File: src/rtl/rstseq_pkg.sv
package rstseq_pkg;

    localparam int unsigned CTRL_W = 8;
    localparam int unsigned HS_BIT = 1;   // hard (1) / soft (0) selector
    localparam int unsigned GO_BIT = 2;   // set on the triggering write

    typedef enum logic [1:0] {
        WK_NONE,
        WK_IO,
        WK_MEM_A,
        WK_MEM_B
    } wr_kind_e;

    typedef enum logic [1:0] {
        SQ_IDLE,
        SQ_ARM_IO,
        SQ_ARM_MEM,
        SQ_BUSY
    } seq_state_e;

    typedef struct packed {
        seq_state_e              state;
        logic                    arm_hard;
        logic [CTRL_W-1:0]       ctrl;
    } seq_regs_t;

endpackage

File: src/rtl/rstseq_decode.sv
module rstseq_decode
    import rstseq_pkg::*;
#(
    parameter int unsigned       ADDR_W     = 32,
    parameter logic [ADDR_W-1:0] IO_PORT    = ADDR_W'(32'h0000_0CF9),
    parameter logic [ADDR_W-1:0] MEM_ADDR_A = ADDR_W'(32'hFFFF_FFF0),
    parameter logic [ADDR_W-1:0] MEM_ADDR_B = ADDR_W'(32'hFFFF_FFF4)
) (
    input  logic              wr_en,
    input  logic              wr_io,
    input  logic [ADDR_W-1:0] wr_addr,
    output wr_kind_e          kind
);

    logic hit_io;
    logic hit_a;
    logic hit_b;

    always_comb begin
        hit_io = wr_en &&  wr_io && (wr_addr == IO_PORT);
        hit_a  = wr_en && !wr_io && (wr_addr == MEM_ADDR_A);
        hit_b  = wr_en && !wr_io && (wr_addr == MEM_ADDR_B);
        if (hit_io)     kind = WK_IO;
        else if (hit_a) kind = WK_MEM_A;
        else if (hit_b) kind = WK_MEM_B;
        else            kind = WK_NONE;
    end

endmodule

File: src/rtl/rstseq_seq.sv
module rstseq_seq
    import rstseq_pkg::*;
(
    input  logic              clk,
    input  logic              rst_n,
    input  wr_kind_e          kind,
    input  logic [CTRL_W-1:0] wr_data,
    input  logic              pulse_busy,
    input  logic              pulse_last,
    output logic              fire_hard,
    output logic              fire_soft,
    output logic [CTRL_W-1:0] ctrl_rdata
);

    seq_regs_t seq_d, seq_q;
    logic      go;
    logic      hs;
    logic      ignore;

    always_comb begin
        seq_d     = seq_q;
        fire_hard = 1'b0;
        fire_soft = 1'b0;
        go        = wr_data[GO_BIT];
        hs        = wr_data[HS_BIT];
        ignore    = (seq_q.state == SQ_BUSY) || pulse_busy;

        if (seq_q.state == SQ_BUSY) begin
            if (pulse_last) seq_d.state = SQ_IDLE;
        end else if (!ignore && kind != WK_NONE) begin
            seq_d.ctrl         = wr_data;
            seq_d.ctrl[GO_BIT] = 1'b0;
            unique case (seq_q.state)
                SQ_IDLE: begin
                    if (!go && kind == WK_IO) begin
                        seq_d.state    = SQ_ARM_IO;
                        seq_d.arm_hard = hs;
                    end else if (!go && kind == WK_MEM_A) begin
                        seq_d.state    = SQ_ARM_MEM;
                        seq_d.arm_hard = hs;
                    end
                end
                SQ_ARM_IO, SQ_ARM_MEM: begin
                    seq_d.state = SQ_IDLE;
                    if (go && hs == seq_q.arm_hard &&
                        ((seq_q.state == SQ_ARM_IO  && kind == WK_IO) ||
                         (seq_q.state == SQ_ARM_MEM && kind == WK_MEM_B))) begin
                        seq_d.state = SQ_BUSY;
                        fire_hard   = seq_q.arm_hard;
                        fire_soft   = !seq_q.arm_hard;
                    end
                end
                default: seq_d.state = SQ_IDLE;
            endcase
        end
    end

    always_ff @(posedge clk) begin
        if (!rst_n) begin
            seq_q.state    <= SQ_IDLE;
            seq_q.arm_hard <= 1'b0;
            seq_q.ctrl     <= '0;
        end else begin
            seq_q <= seq_d;
        end
    end

    assign ctrl_rdata = seq_q.ctrl;

    AST_BUSY_FREEZES_CTRL: assert property (@(posedge clk) disable iff (!rst_n)
        (seq_q.state == SQ_BUSY) |=> $stable(ctrl_rdata));
    AST_QUIET_UNLESS_BUSY: assert property (@(posedge clk) disable iff (!rst_n)
        (seq_q.state != SQ_BUSY) |-> !pulse_busy);
    AST_ARMED_GO_CLEAR: assert property (@(posedge clk) disable iff (!rst_n)
        (seq_q.state == SQ_ARM_IO || seq_q.state == SQ_ARM_MEM) |-> !ctrl_rdata[GO_BIT]);

endmodule

File: src/rtl/rstseq_pulse.sv
module rstseq_pulse #(
    parameter int unsigned HARD_CYCLES = 1024,
    parameter int unsigned INIT_CYCLES = 16
) (
    input  logic clk,
    input  logic rst_n,
    input  logic fire_hard,
    input  logic fire_soft,
    output logic hard_on,
    output logic init_on,
    output logic busy,
    output logic last
);

    localparam int unsigned LONGEST = (HARD_CYCLES > INIT_CYCLES) ? HARD_CYCLES : INIT_CYCLES;
    localparam int unsigned CNT_W   = $clog2(LONGEST + 1);

    typedef struct packed {
        logic             hard;
        logic             init;
        logic [CNT_W-1:0] cnt;
    } pulse_regs_t;

    pulse_regs_t pl_d, pl_q;

    always_comb begin
        pl_d = pl_q;
        busy = pl_q.hard || pl_q.init;
        last = busy && (pl_q.cnt == '0);
        if (busy) begin
            if (last) begin
                pl_d.hard = 1'b0;
                pl_d.init = 1'b0;
            end else begin
                pl_d.cnt = pl_q.cnt - 1'b1;
            end
        end else if (fire_hard) begin
            pl_d.hard = 1'b1;
            pl_d.cnt  = CNT_W'(HARD_CYCLES - 1);
        end else if (fire_soft) begin
            pl_d.init = 1'b1;
            pl_d.cnt  = CNT_W'(INIT_CYCLES - 1);
        end
    end

    always_ff @(posedge clk) begin
        if (!rst_n) begin
            pl_q.hard <= 1'b0;
            pl_q.init <= 1'b0;
            pl_q.cnt  <= '0;
        end else begin
            pl_q <= pl_d;
        end
    end

    assign hard_on = pl_q.hard;
    assign init_on = pl_q.init;

    AST_HARD_FROM_FIRE: assert property (@(posedge clk) disable iff (!rst_n)
        $rose(hard_on) |-> $past(fire_hard));
    AST_INIT_FROM_FIRE: assert property (@(posedge clk) disable iff (!rst_n)
        $rose(init_on) |-> $past(fire_soft));
    AST_NEVER_BOTH: assert property (@(posedge clk) disable iff (!rst_n)
        !(hard_on && init_on));
    AST_HARD_HOLDS: assert property (@(posedge clk) disable iff (!rst_n)
        (hard_on && !last) |=> hard_on);
    AST_NO_REFIRE: assert property (@(posedge clk) disable iff (!rst_n)
        busy |-> !(fire_hard || fire_soft));

endmodule

File: src/rtl/rstseq_top.sv
module rstseq_top
    import rstseq_pkg::*;
#(
    parameter int unsigned       ADDR_W      = 32,
    parameter logic [ADDR_W-1:0] IO_PORT     = ADDR_W'(32'h0000_0CF9),
    parameter logic [ADDR_W-1:0] MEM_ADDR_A  = ADDR_W'(32'hFFFF_FFF0),
    parameter logic [ADDR_W-1:0] MEM_ADDR_B  = ADDR_W'(32'hFFFF_FFF4),
    parameter int unsigned       HARD_CYCLES = 1024,
    parameter int unsigned       INIT_CYCLES = 16
) (
    input  logic              clk,
    input  logic              rst_n,
    input  logic              wr_en,
    input  logic              wr_io,
    input  logic [ADDR_W-1:0] wr_addr,
    input  logic [7:0]        wr_data,
    output logic [7:0]        ctrl_rdata,
    output logic              cpu_rst,
    output logic              pci_rst_n,
    output logic              isa_rstdrv,
    output logic              cpu_init
);

    wr_kind_e kind;
    logic     fire_hard;
    logic     fire_soft;
    logic     hard_on;
    logic     init_on;
    logic     pulse_busy;
    logic     pulse_last;

    rstseq_decode #(
        .ADDR_W     (ADDR_W),
        .IO_PORT    (IO_PORT),
        .MEM_ADDR_A (MEM_ADDR_A),
        .MEM_ADDR_B (MEM_ADDR_B)
    ) u_decode (
        .wr_en   (wr_en),
        .wr_io   (wr_io),
        .wr_addr (wr_addr),
        .kind    (kind)
    );

    rstseq_seq u_seq (
        .clk        (clk),
        .rst_n      (rst_n),
        .kind       (kind),
        .wr_data    (wr_data),
        .pulse_busy (pulse_busy),
        .pulse_last (pulse_last),
        .fire_hard  (fire_hard),
        .fire_soft  (fire_soft),
        .ctrl_rdata (ctrl_rdata)
    );

    rstseq_pulse #(
        .HARD_CYCLES (HARD_CYCLES),
        .INIT_CYCLES (INIT_CYCLES)
    ) u_pulse (
        .clk       (clk),
        .rst_n     (rst_n),
        .fire_hard (fire_hard),
        .fire_soft (fire_soft),
        .hard_on   (hard_on),
        .init_on   (init_on),
        .busy      (pulse_busy),
        .last      (pulse_last)
    );

    assign cpu_rst    = hard_on;
    assign isa_rstdrv = hard_on;
    assign pci_rst_n  = ~hard_on;
    assign cpu_init   = init_on;

    AST_RDATA_BIT2_ZERO: assert property (@(posedge clk) disable iff (!rst_n)
        $changed(ctrl_rdata) |-> (!ctrl_rdata[2] && $past(wr_en)));

endmodule

File: config.mk
export PLATFORM = sky130hd
export DESIGN_NAME = rstseq_top
export DESIGN_NICKNAME = d
export VERILOG_FILES = /design/src/rtl/rstseq_pkg.sv /design/src/rtl/rstseq_decode.sv /design/src/rtl/rstseq_seq.sv /design/src/rtl/rstseq_pulse.sv /design/src/rtl/rstseq_top.sv
export SDC_FILE = /design/constraint.sdc
export NUM_CORES = 1
export LEC_CHECK = 0
export BUFFER_PORTS_ARGS = -buffer_cell sky130_fd_sc_hd__buf_2
export CAP_MARGIN = 20
export CORE_UTILIZATION = 36
export CTS_CLUSTER_DIAMETER = 200
export DETAILED_ROUTE_END_ITERATION = 7
export GPL_ROUTABILITY_DRIVEN = 0
export GPL_TIMING_DRIVEN = 1
export PLACE_DENSITY = 0.66
export SLEW_MARGIN = 40
export SYNTH_ARGS = -nofsm -noshare
export SYNTH_HDL_FRONTEND = slang
export SYNTH_HIERARCHICAL = 1
export SYNTH_SLANG_ARGS = --single-unit
export TNS_END_PERCENT = 100
File: constraint.sdc
create_clock -name clk -period 2.6 [get_ports clk]
set_input_delay 0.13 -clock clk [delete_from_list [all_inputs] [get_ports clk]]
set_output_delay 0.13 -clock clk [all_outputs]
set_load 0.02 [all_outputs]
======== After elaboration in Yosys (flattened, before gate mapping) ========
Cells that the tools add are included.
operators by class
  add/subtract/negate cells ............... 1
  equality and inequality tests ........... 15
  mux-type cells .......................... 25
  bitwise gates (word level) .............. 2
  reduce and logical (&&, ||, !) cells .... 35
operator list
  kind                                                                   number
  32-bit == test (second input constant)                                 2
  11-bit 2-to-1 mux                                                      3
  32-bit by 12-bit == test with 1-bit output (second input constant)     1
  1-bit logical AND                                                      13
  13-bit 2-to-1 mux                                                      1
  12-bit 2-to-1 mux                                                      1
  2-bit 2-to-1 mux                                                       6
  11-bit zero test                                                       1
  1-bit 2-to-1 mux                                                       11
  11-bit by 1-bit subtractor with 11-bit output (second input constant)  1
  2-bit nonzero test                                                     5
  2-bit == test (second input constant)                                  4
  3-bit 2-to-1 mux                                                       2
  2-bit != test (second input constant)                                  3
  2-bit AND reduction                                                    3
  3-bit AND reduction                                                    2
  2-bit by 1-bit == test with 1-bit output (second input constant)       2
  1-bit zero test                                                        4
  4-bit by 1-bit != test with 1-bit output (second input constant)       1
  2-bit case mux with 2 select lines                                     1
  4-bit AND reduction                                                    1
  1-bit logical OR                                                       3
  3-bit nonzero test                                                     1
  2-bit zero test                                                        1
  4 further kinds                                                        5
word-level totals
  register bits ........................... 23
  output and inout bits ................... 12
  logic and storage cells ................. 84

======== Depth between registers and ports, before layout ========
  depth after elaboration ................. 17
  depth in mapped cells ................... 15
  mapped depth without buffers ............ 13

======== Modules after synthesis ========
Netlist, hierarchy kept.
modules (own cells, without submodules)
  module         times used  cells each  area each (µm²)
  rstseq_pulse   1           92          752.0
  rstseq_seq     1           81          703.2
  rstseq_decode  1           25          168.9
  rstseq_top     1           2           11.3

======== Worst setup path after synthesis ========
Ideal clock, no wire load.
  path type ............................... input-to-reg
  start point ............................. in wr_addr[8]
  end point ............................... reg u_pulse/pl_q[10] (netlist bit)
  setup time .............................. 116 ps
  arrival time ............................ 2553 ps
  required time ........................... 2484 ps
  slack ................................... -69 ps
  stages on the path ...................... 12
  buffers on the path ..................... 1
  cell sequence ........................... or4_1 -> or4_1 -> a21oi_1 -> buf_6 -> nand3_1 -> nor3_2 -> and3_2 -> nor2_1 -> nand2_1 -> o31a_1 -> a211oi_2 -> a31o_1
on the way
  word-level cells in the longest chain between the ends .. 15
  elaborated cells on any way between the ends .. 29
  classes of those cells .................. eq/ne: 5; mux: 13; reduce/logical: 11
ends and longest elaborated chain
  element                                                                           line                                source
  start: declaration                                                                rstseq_top.sv:15                    input logic [ADDR_W-1:0] wr_addr,
  32-bit == test                                                                    rstseq_decode.sv:22                 hit_b = wr_en && !wr_io && (wr_addr == MEM_ADDR_B);
  1-bit logical AND                                                                 rstseq_decode.sv:22
  2-bit 2-to-1 mux                                                                  rstseq_decode.sv:25                 else if (hit_b) kind = WK_MEM_B;
  2-bit 2-to-1 mux                                                                  rstseq_decode.sv:24                 else if (hit_a) kind = WK_MEM_A;
  2-bit 2-to-1 mux (*)                                                              rstseq_decode.sv:23                 if (hit_io) kind = WK_IO;
  named net kind[0]                                                                 rstseq_top.sv:24                    wr_kind_e kind;
  2-bit by 1-bit == test with 1-bit output / 2-bit == test (equally long branches)  rstseq_seq.sv:46, rstseq_seq.sv:47
  1-bit logical AND (on tied branches)                                              rstseq_seq.sv:46, rstseq_seq.sv:47
  1-bit logical OR                                                                  rstseq_seq.sv:46                    ((seq_q.state == SQ_ARM_IO && kind == WK_IO) ||
  1-bit logical AND                                                                 rstseq_seq.sv:45                    if (go && hs == seq_q.arm_hard &&
  1-bit 2-to-1 mux                                                                  rstseq_seq.sv:45
  1-bit 2-to-1 mux                                                                  rstseq_seq.sv:33                    unique case (seq_q.state)
  1-bit 2-to-1 mux (*)                                                              rstseq_seq.sv:30                    end else if (!ignore && kind != WK_NONE) begin
  1-bit 2-to-1 mux (*)                                                              rstseq_seq.sv:28                    if (seq_q.state == SQ_BUSY) begin
  named net fire_hard                                                               rstseq_top.sv:25                    logic fire_hard;
  3-bit nonzero test (no line) / 11-bit 2-to-1 mux (equally long branches)          -
  2-bit AND reduction (no line) / 13-bit 2-to-1 mux (equally long branches)         -
  end signal: assignment                                                            rstseq_pulse.sv:52                  pl_q <= pl_d;
  end: declaration                                                                  rstseq_pulse.sv:24                  pulse_regs_t pl_d, pl_q;
The timed path passes the listed nets; every way through them passes the cells marked *.
A chain may end at the register's enable or synchronous reset.

======== Final worst setup path ========
  start point ............................. in wr_addr[20]
  end point ............................... reg u_pulse/pl_q[10] (netlist bit)
The elaborated chain is that of the path after synthesis.

==> impl_metrics.env <==
export IMPL_status="complete, no violations"
export IMPL_drive_gt1_share_pct=36.8
export IMPL_worst_slew_pin_transition_ps=515
export IMPL_grt_pass1_wl_um=6290
export IMPL_clockPowerShare_pct=34.8
export IMPL_synth_edf_count=0
export IMPL_vias=1623
export IMPL_rows=24
export IMPL_min_path_type="in -> reg"
export IMPL_dr_pass1_iters=4
export IMPL_ys_types=55
export IMPL_n_antenna_cell=0
export IMPL_syn_nets=251
export IMPL_finalClockSkew_ps=1.86
export IMPL_synth_xor_xnor_area_share_pct=1.07
export IMPL_cp_max_fo=4
export IMPL_grt_max_degree=16
export IMPL_synth_compound_area_share_pct=18.2
export IMPL_synth_mux_area_share_pct=1.91
export IMPL_crit_family="simple AND/OR/NAND/NOR gates"
export IMPL_max_slew_margin_pct=65.4
export IMPL_final_antenna_net_count=0
export IMPL_ys_seq_elements=23
export IMPL_initial_core_util_pct=37.6
export IMPL_core_mm2=0.00435
export IMPL_synth_flop_cell="dfxtp_1"
export IMPL_htreeDepth=1
export IMPL_drt_initial_drc_count=77
export IMPL_cts_hold_buf=0
export IMPL_crit_buf_inv=2
export IMPL_yosysTopAreaCellShare_pct=28.2
export IMPL_crit_path_start_kind="input port"
export IMPL_die_y_um=69.4
export IMPL_async_reset_ff_share_pct=0
export IMPL_wl_per_cell_um=11.7
export IMPL_r2r_end="u_seq/seq_q[10]"
export IMPL_postCtsSetupBuffers=0
export IMPL_drc=0
export IMPL_cts_made_buffers=3
export IMPL_setup_viol=0
export IMPL_path_class="in -> reg"
export IMPL_grt_antenna_before_repair=0
export IMPL_rsz0062_at_grt="no"
export IMPL_multiInputGateArea_mm2=0.00102
export IMPL_hold_viol=0
export IMPL_period_needed_ps=2290
export IMPL_clkLatencyLatePin_ps=260
export IMPL_leakagePower_nw=0.889
export IMPL_path_cells="buf_2 > nor4_1 > nand3_1 > or4_1 > a21oi_2 > buf_4 > nor2_4 > nor3_4 > and3_2 > nor2_1 > nand2_1 > o31a_1 > a211oi_2 > a31o_1"
export IMPL_synth_top_family_by_area="simple AND/OR/NAND/NOR gates"
export IMPL_finalCritPeriodShare_pct=88.2
export IMPL_routed_wl_um=3560
export IMPL_synthesis_area_mm2=0.00164
export IMPL_ios=56
export IMPL_cts_max_path_buffers=2
export IMPL_numClockSinks=23
export IMPL_arrival_ps=2450
export IMPL_seq_area_frac_synth_pct=28.2
export IMPL_min_path_cells=3
export IMPL_routed_via_density=5.32
export IMPL_required_ps=2760
export IMPL_synth_fa_ha_area_share_pct=5.36
export IMPL_power_switching_share_pct=22.7
export IMPL_gr_total_overflow=0
export IMPL_synth_most_common_cell="nand2_1"
export IMPL_hold_path_end="u_seq/ctrl_rdata[4]"
export IMPL_hp_start="wr_data[4]"
export IMPL_syn_inst=200
export IMPL_whs_ps=95.0
export IMPL_cts_root_buffer="clkbuf_8"
export IMPL_ir_drop_mv=0.145
export IMPL_reg2reg_slack_ps=390
export IMPL_power_density_mw_per_mm2=320
export IMPL_yosys_area_top_type="dfxtp_1"
export IMPL_port_buffers=54
export IMPL_maxSlewViolCount=0
export IMPL_max_freq_mhz=436
export IMPL_p_comb_share_pct=9.9
export IMPL_max_cap_violations=0
export IMPL_cp_end_kind="register"
export IMPL_path_clk_slew_ps=80
export IMPL_avgSynthCellArea_um2=8.18
export IMPL_reg2reg_depth=9
export IMPL_die_w_um=69.4
export IMPL_hpwl_um=2840
export IMPL_critPathMaxStageDelay_ps=540
export IMPL_regToRegStartpoint="u_pulse/pl_q[0]"
export IMPL_slowest_stage="or4_1"
export IMPL_die_area_mm2=0.00482
export IMPL_fill_cells=438
export IMPL_final_nets=305
export IMPL_synth_area_leaders="dfxtp_1 (28%), nand2_1 (5.7%), ha_1 (5.4%)"
export IMPL_first_global_vias=1467
export IMPL_regArea_um2=460
export IMPL_track_usage_pct=15.6
export IMPL_pwr_share_seq_pct=55.3
export IMPL_yosys_warnings=6
export IMPL_total_power_mw=0.636
export IMPL_synth_common_cells="nand2_1 (25), dfxtp_1 (23), nor2_1 (16), inv_1 (10)"
export IMPL_synth_simple_area_share_pct=35.0
export IMPL_switching_power_mw=0.144
export IMPL_cts_tree="yes"
export IMPL_internal_power_mw=0.492
export IMPL_syn_to_final_growth_pct=21.4
-- tightest hold or removal path, delay by kind of cell --
kind / cells / cell delay [ps]
buffers and inverters: 1 / 90
AOI/OAI and AO/OA: 1 / 50
and+or+nand+nor: 1 / 40
-- how the worst max path moves through the flow --
stage | startpoint | end | slack [ps] | cells after the start
after floorplan | wr_addr[8] | u_pulse/pl_q[10] | 60 | 13
after global placement | wr_addr[21] | u_pulse/pl_q[10] | 8 | 14
after detailed placement | wr_addr[20] | u_pulse/pl_q[10] | -10 | 15
after CTS | wr_addr[21] | u_pulse/pl_q[10] | 270 | 15
after global routing | wr_addr[21] | u_pulse/pl_q[0] | 30 | 15
final | wr_addr[20] | u_pulse/pl_q[10] | 310 | 14
-- placed cells by master (no fill, tap or decap), types with 3 or more instances in the layout --
master    count
nand3_1       9
a21boi_1      7
a31oi_1       4
or2_2         3
o211ai_1      3
ha_1          7
inv_1        10
nor4_1        5
nand4b_1      5
buf_4        11
nand4_1       6
clkbuf_8      3
nand2_1      25
nor3_1        4
a21oi_1       8
nor2_1       15
buf_2        54
dfxtp_1      23
-- through the flow --
step           TNS [ps]  area (µm²)  std cells  utilization (%)  setup slack [ps]
3_5_place_dp      -17.6        1930        301             44.3             -14.4
3_3_place_gp          0        1930        301             44.3              8.24
5_1_grt               0        1990        305             45.6              33.6
4_1_cts               0        1980        305             45.4               269
2_1_floorplan         0        1640        200                -              58.6
6_report              0        1990        305             45.6               307
-- registers in the layout, summed over array words and instances (netlist names) --
name              flops
u_pulse/pl_q         11
u_seq/ctrl_rdata      7
u_seq/seq_q           3
u_pulse/hard_on       1
u_pulse/init_on       1
-- repair_timing --
action	in CTS	in global routing
endpoints found under the setup margin	0	2
gates resized for setup	0	2
endpoints found under the hold margin	0	0
-- cell families after synthesis --
kind of cell,Yosys count
and+or+nand+nor,97
AOI/OAI and AO/OA,41
buffers and inverters,26
DFF,23
adders and majority gates,7
muxes,3
xor gates and xnor gates,2
other,1
-- final cells by class --
type / instances / area share [%]
clock buffer: 3 / 2.08
sequential: 23 / 23.2
inverter: 10 / 1.89
multi-input combinational: 151 / 51.5
tap: 52 / 3.28
clock inverter: 1 / 0.252
timing repair buffer: 65 / 17.8
-- power by group through the flow --
stage	Sequential, mW	Combinational (mW)	Clock, mW
6_report	0.352	0.0629	0.221
5_1_grt	0.352	0.0711	0.245
4_1_cts	0.352	0.0626	0.231
3_5_place_dp	0.360	0.0624	0
3_3_place_gp	0.360	0.0622	0
2_1_floorplan	0.360	0.0211	0
-- routing by layer --
layer	GRT usage (%)	part of all wire (%)
met1	21.1	47
met5	0	0
met2	25.4	46
met3	2.03	6.1
met4	5.67	0.95
Note: power is estimated with default switching activity, not from simulation.
